<file path="src/rtl/dram_chk_pkg.sv">
package dram_chk_pkg;

  typedef enum logic {ROW_ACT = 1'b0, ROW_PRE = 1'b1} row_op_e;

  typedef enum logic [1:0] {
    COL_RD  = 2'b00,
    COL_WR  = 2'b01,
    COL_RET = 2'b10,
    COL_NOP = 2'b11
  } col_op_e;

  typedef enum logic [3:0] {
    V_NONE       = 4'd0,
    V_ROW_PKT    = 4'd1,
    V_COL_PKT    = 4'd2,
    V_ACT_OPEN   = 4'd3,
    V_RC         = 4'd4,
    V_RP         = 4'd5,
    V_RR         = 4'd6,
    V_RAS        = 4'd7,
    V_PP         = 4'd8,
    V_RDP        = 4'd9,
    V_RTP        = 4'd10,
    V_COL_CLOSED = 4'd11,
    V_RCD        = 4'd12,
    V_RTR        = 4'd13
  } viol_e;

  // per-bank "too soon" flags, each true while its window is still running
  typedef struct packed {
    logic open;
    logic rc;
    logic rp;
    logic ras;
    logic rdp;
    logic rtp;
    logic rcd;
    logic rtr;
  } bank_flags_t;

  typedef struct packed {
    logic row_pkt;
    logic col_pkt;
    logic rr;
    logic pp;
  } dev_flags_t;

  function automatic int max_int(int a, int b);
    return (a > b) ? a : b;
  endfunction

endpackage

</file>
<file path="src/rtl/dram_chk_timer.sv">
module dram_chk_timer #(
  parameter int W = 5
) (
  input  logic         clk_i,
  input  logic         rst_ni,
  input  logic         evt_i,
  output logic [W-1:0] cnt_o
);
  localparam logic [W-1:0] SAT = '1;
  localparam logic [W-1:0] ONE = W'(1);

  logic [W-1:0] cnt_q;

  // cycles since last event, saturating; reset reads as "long ago"
  always_ff @(posedge clk_i or negedge rst_ni) begin
    if (!rst_ni)          cnt_q <= SAT;
    else if (evt_i)       cnt_q <= ONE;
    else if (cnt_q != SAT) cnt_q <= cnt_q + ONE;
  end

  assign cnt_o = cnt_q;

endmodule

</file>
<file path="src/rtl/dram_chk_bank.sv">
module dram_chk_bank
  import dram_chk_pkg::*;
#(
  parameter int CNT_W = 5,
  parameter int T_RC  = 28,
  parameter int T_RAS = 20,
  parameter int T_RP  = 8,
  parameter int T_RCD = 7,
  parameter int T_RDP = 4,
  parameter int T_RTP = 4,
  parameter int T_RTR = 8
) (
  input  logic        clk_i,
  input  logic        rst_ni,
  input  logic        act_i,
  input  logic        pre_i,
  input  logic        rd_i,
  input  logic        wr_i,
  input  logic        ret_i,
  output bank_flags_t flags_o
);
  localparam int N_TMR = 5;
  localparam int I_ACT = 0;
  localparam int I_PRE = 1;
  localparam int I_RD  = 2;
  localparam int I_WR  = 3;
  localparam int I_RET = 4;

  localparam logic [CNT_W-1:0] L_RC  = CNT_W'(T_RC);
  localparam logic [CNT_W-1:0] L_RAS = CNT_W'(T_RAS);
  localparam logic [CNT_W-1:0] L_RP  = CNT_W'(T_RP);
  localparam logic [CNT_W-1:0] L_RCD = CNT_W'(T_RCD);
  localparam logic [CNT_W-1:0] L_RDP = CNT_W'(T_RDP);
  localparam logic [CNT_W-1:0] L_RTP = CNT_W'(T_RTP);
  localparam logic [CNT_W-1:0] L_RTR = CNT_W'(T_RTR);

  logic [N_TMR-1:0] evt;
  logic [CNT_W-1:0] cnt [N_TMR];
  logic             open_q;

  assign evt = {ret_i, wr_i, rd_i, pre_i, act_i};

  for (genvar t = 0; t < N_TMR; t++) begin : g_tmr
    dram_chk_timer #(.W(CNT_W)) u_tmr (
      .clk_i (clk_i),
      .rst_ni(rst_ni),
      .evt_i (evt[t]),
      .cnt_o (cnt[t])
    );
  end

  always_ff @(posedge clk_i or negedge rst_ni) begin
    if (!rst_ni)    open_q <= 1'b0;
    else if (act_i) open_q <= 1'b1;
    else if (pre_i) open_q <= 1'b0;
  end

  always_comb begin
    flags_o.open = open_q;
    flags_o.rc   = cnt[I_ACT] < L_RC;
    flags_o.ras  = cnt[I_ACT] < L_RAS;
    flags_o.rcd  = cnt[I_ACT] < L_RCD;
    flags_o.rp   = cnt[I_PRE] < L_RP;
    flags_o.rdp  = cnt[I_RD]  < L_RDP;
    flags_o.rtr  = cnt[I_WR]  < L_RTR;
    flags_o.rtp  = cnt[I_RET] < L_RTP;
  end

  AST_OPEN_ON_ACT: assert property (@(posedge clk_i) disable iff (!rst_ni)
    act_i |=> open_q);
  AST_SHUT_ON_PRE: assert property (@(posedge clk_i) disable iff (!rst_ni)
    pre_i |=> !open_q);

endmodule

</file>
<file path="config.mk">
export PLATFORM = sky130hd
export DESIGN_NAME = dram_chk_bank
export DESIGN_NICKNAME = d
export VERILOG_FILES = /design/src/rtl/dram_chk_pkg.sv /design/src/rtl/dram_chk_timer.sv /design/src/rtl/dram_chk_bank.sv
export SDC_FILE = /design/constraint.sdc
export NUM_CORES = 1
export LEC_CHECK = 0
export ABC_AREA = 1
export BUFFER_PORTS_ARGS = -buffer_cell sky130_fd_sc_hd__buf_2
export CORE_ASPECT_RATIO = 2
export CORE_MARGIN = 2
export CORE_UTILIZATION = 49
export CTS_CLUSTER_DIAMETER = 150
export DETAILED_ROUTE_END_ITERATION = 6
export PLACE_DENSITY_LB_ADDON = 0.15
export SKIP_LAST_GASP = 1
export SYNTH_ARGS = -nofsm -noshare
export SYNTH_HDL_FRONTEND = slang
export SYNTH_SLANG_ARGS = --single-unit
</file>
<file path="constraint.sdc">
create_clock -name clk_i -period 1.8 [get_ports clk_i]
set_input_delay 0.36 -clock clk_i [delete_from_list [all_inputs] [get_ports clk_i]]
set_output_delay 0.36 -clock clk_i [all_outputs]
set_load 0.005 [all_outputs]
</file>
==> results.txt <==
Root buffer cell - clkbuf_8
Final Hold Vio Count - 0
I/O Pins - 15
Max_cap viols - 0
Slew of the pin with the lowest slew margin - 0.577 ns
Crit path max fanout - 7
Synthesized area per cell - 8.60 um2
Die width - 42.1 um
Compound-cell area share of the yosys netlist - 10.1%
Synthesized flop and latch total - 26
Mux share of post-synthesis cell area - 0%
Final setup viols - 0
CTS tree - done
CTS clk-pin slew, worst paths - 0.09 ns
Crit path time final - 1.61 ns
Drt total wl - 2580 um
Max clock buf depth - 2
Worst setup EP type - flip-flop
Netlist cell types - 22
Critical setup path kind - reg2reg
Final #Nets - 200
Pwr Density - 750 nW/um2
Routed Antenna Nets - 0
Status - finished clean
Buffer count from post-CTS setup fixing - 0
Wire per inst - 12.2 um
Worst Hold Slack - 0.0843 ns
Ys flop type - dfstp_2
CP max stage cell - dfstp_2
Clock Skews - 0.00241 ns
DP Area - 1520 um2
Synth-to-Final Area Change - 10.1%
Final Instance Area - 1560 um2
Slew Limit Headroom - 61.5%
Layout cells sized above 1 - 35.2%
Worst path arrival time - 1.82 ns
Skew-Pair Late Insertion Delay - 0.27 ns
Vias per cell - 5.39
First DRT Iteration DRCs - 27
Post-CTS Hold Fix Bufs - 0
Synth Area in Simple Gates - 26.8%
Largest net degree at the start of global routing - 27
RSZ-0062 raised after global routing - no
Final Cycle Share - 89.6%
Synthesized area - 1420 um2
Global-route wire length before repair - 4770 um
Slew Limit Fails - 0
# clock sinks - 26
Reg2reg setup slack - 0.19 ns
Ys Warns - 0
Overflow after GRT - 0
Post-DP HPWL - 2020 um
Inserted Diodes - 0
CP Launch Type - flip-flop
H-tree Lvls - 1
Die extent in y - 80.1 um
VDD IR max - 505 uV
Die Area - 3370 um2
DRC - 0
Vias in the first global route - 1,152
Req. time, crit path - 2.00 ns
# port buffers - 14
Cell chain of the critical path - ha_1 -> inv_1 -> nor3_1 -> ha_1 -> nor2_1 -> nor2_1 -> nor3_2
Num rows - 27
Tot GR Track Use - 18.0%
Vias post-DR - 1,138
Gp weighted congestion - 0.882
CP Buf/Inv Count - 1
Core Area - 2770 um2
Fmax achieved - 620 MHz
Syn nets - 182
XOR/XNOR share of the synthesized area - 0%
Number of flops mapped to enable cells by yosys - 0
Largest family of logic cells by synthesized area - simple AND/OR/NAND/NOR gates
Async S/R FF share, synth - 100%
Setup TNS - 0 ns
Initial antenna violation count - 0
Fill count - 264
CTS buffer count - 3
Static power due to leakage - 0.000672 uW
Starting Density - 51.2%
Final core area utilization - 56.4%
CP peak stage delay - 0.57 ns
Crit path max-delay family - flip-flops
First-pass detailed-route iteration total - 4
Cells after Synth - 165
Post-CTS sizing - 0
Worst Hold Class - in2async
Sequential-to-total area share from yosys stat - 48.1%
Adder-cell area share of the yosys netlist - 8.82%
flip-flops by register name, indices dropped and copies added, names as in the netlist:
name               cells
open_q                 1
g_tmr.u_tmr.cnt_o     25
per-layer routing:
| layer | track usage, % | up-vias | routed length (um) |
|---|---|---|---|
| met3 | 2.70 | 4 | 48 |
| met2 | 32.7 | 16 | 1490 |
| met5 | 0 | - | 0 |
| met4 | 9.69 | 0 | 37 |
| met1 | 19.5 | 545 | 1010 |
| li1 | - | 573 | - |
report_power, final:
group | total, uW | switching (uW) | leakage (uW) | internal (uW)
clock network | 332 | 174 | 0.0000228 | 158
logic | 148 | 88.9 | 0.000378 | 59.4
registers | 691 | 37.6 | 0.000271 | 654
total | 1170 | 300 | 0.000672 | 871
cell type report:
class,instances,area (um2),area share [%]
flip-flops and latches,26,682,43.6
well taps,29,36.3,2.32
inverters,20,80.1,5.12
repair buffers,14,70.1,4.48
multi-input cells,118,649,41.6
clock buffers,4,45.0,2.88
per-stage QoR:
step,total power [uW],setup WS (ns),instances
floorplan,793,0.344,165
global route,1250,0.0188,211
global placement,845,0.173,207
CTS,1190,0.152,211
detailed placement,852,0.160,207
finish,1170,0.187,211
cell families after synthesis:
family	Yosys count
flops	26
buf+inv	21
compound gates	28
fa+ha+maj	10
simple gates	80
synth_stat cells, types with 3 or more instances:
cell     instances  area [um2]
o21ai_0         13        65.1
nand2_2          4        25.0
nor3_1           4        20.0
nor2_1          27         101
nor2_2           4        25.0
a21oi_1         12        60.1
inv_2            4        15.0
dfstp_2         25         657
nand3_1         11        55.1
nand3_2          3        30.0
inv_1           13        48.8
ha_1            10         125
nand2_1         23        86.3
placed cells by master, fill, tap and decap left out, types with 4 or more instances in the layout:
| cell | instances |
|---|---|
| a21oi_1 | 12 |
| buf_2 | 14 |
| dfstp_2 | 25 |
| ha_1 | 10 |
| inv_1 | 13 |
| inv_2 | 4 |
| nand2_1 | 23 |
| nand2_2 | 4 |
| nand3_1 | 11 |
| nor2_1 | 27 |
| nor2_2 | 4 |
| nor3_1 | 4 |
| o21ai_0 | 13 |
final timing paths:
path	start	to	cells after the start
min reg2reg	open_q	open_q	2
max in group asynchronous	rst_ni	g_tmr[4].u_tmr.cnt_o[2]	1
min in group clk_i	act_i	g_tmr[0].u_tmr.cnt_o[2]	2
min	rst_ni	open_q	1
max	g_tmr[0].u_tmr.cnt_o[0]	g_tmr[0].u_tmr.cnt_o[2]	7
max reg2reg	g_tmr[0].u_tmr.cnt_o[0]	g_tmr[0].u_tmr.cnt_o[2]	7
Power figures use the tool's default switching activity.
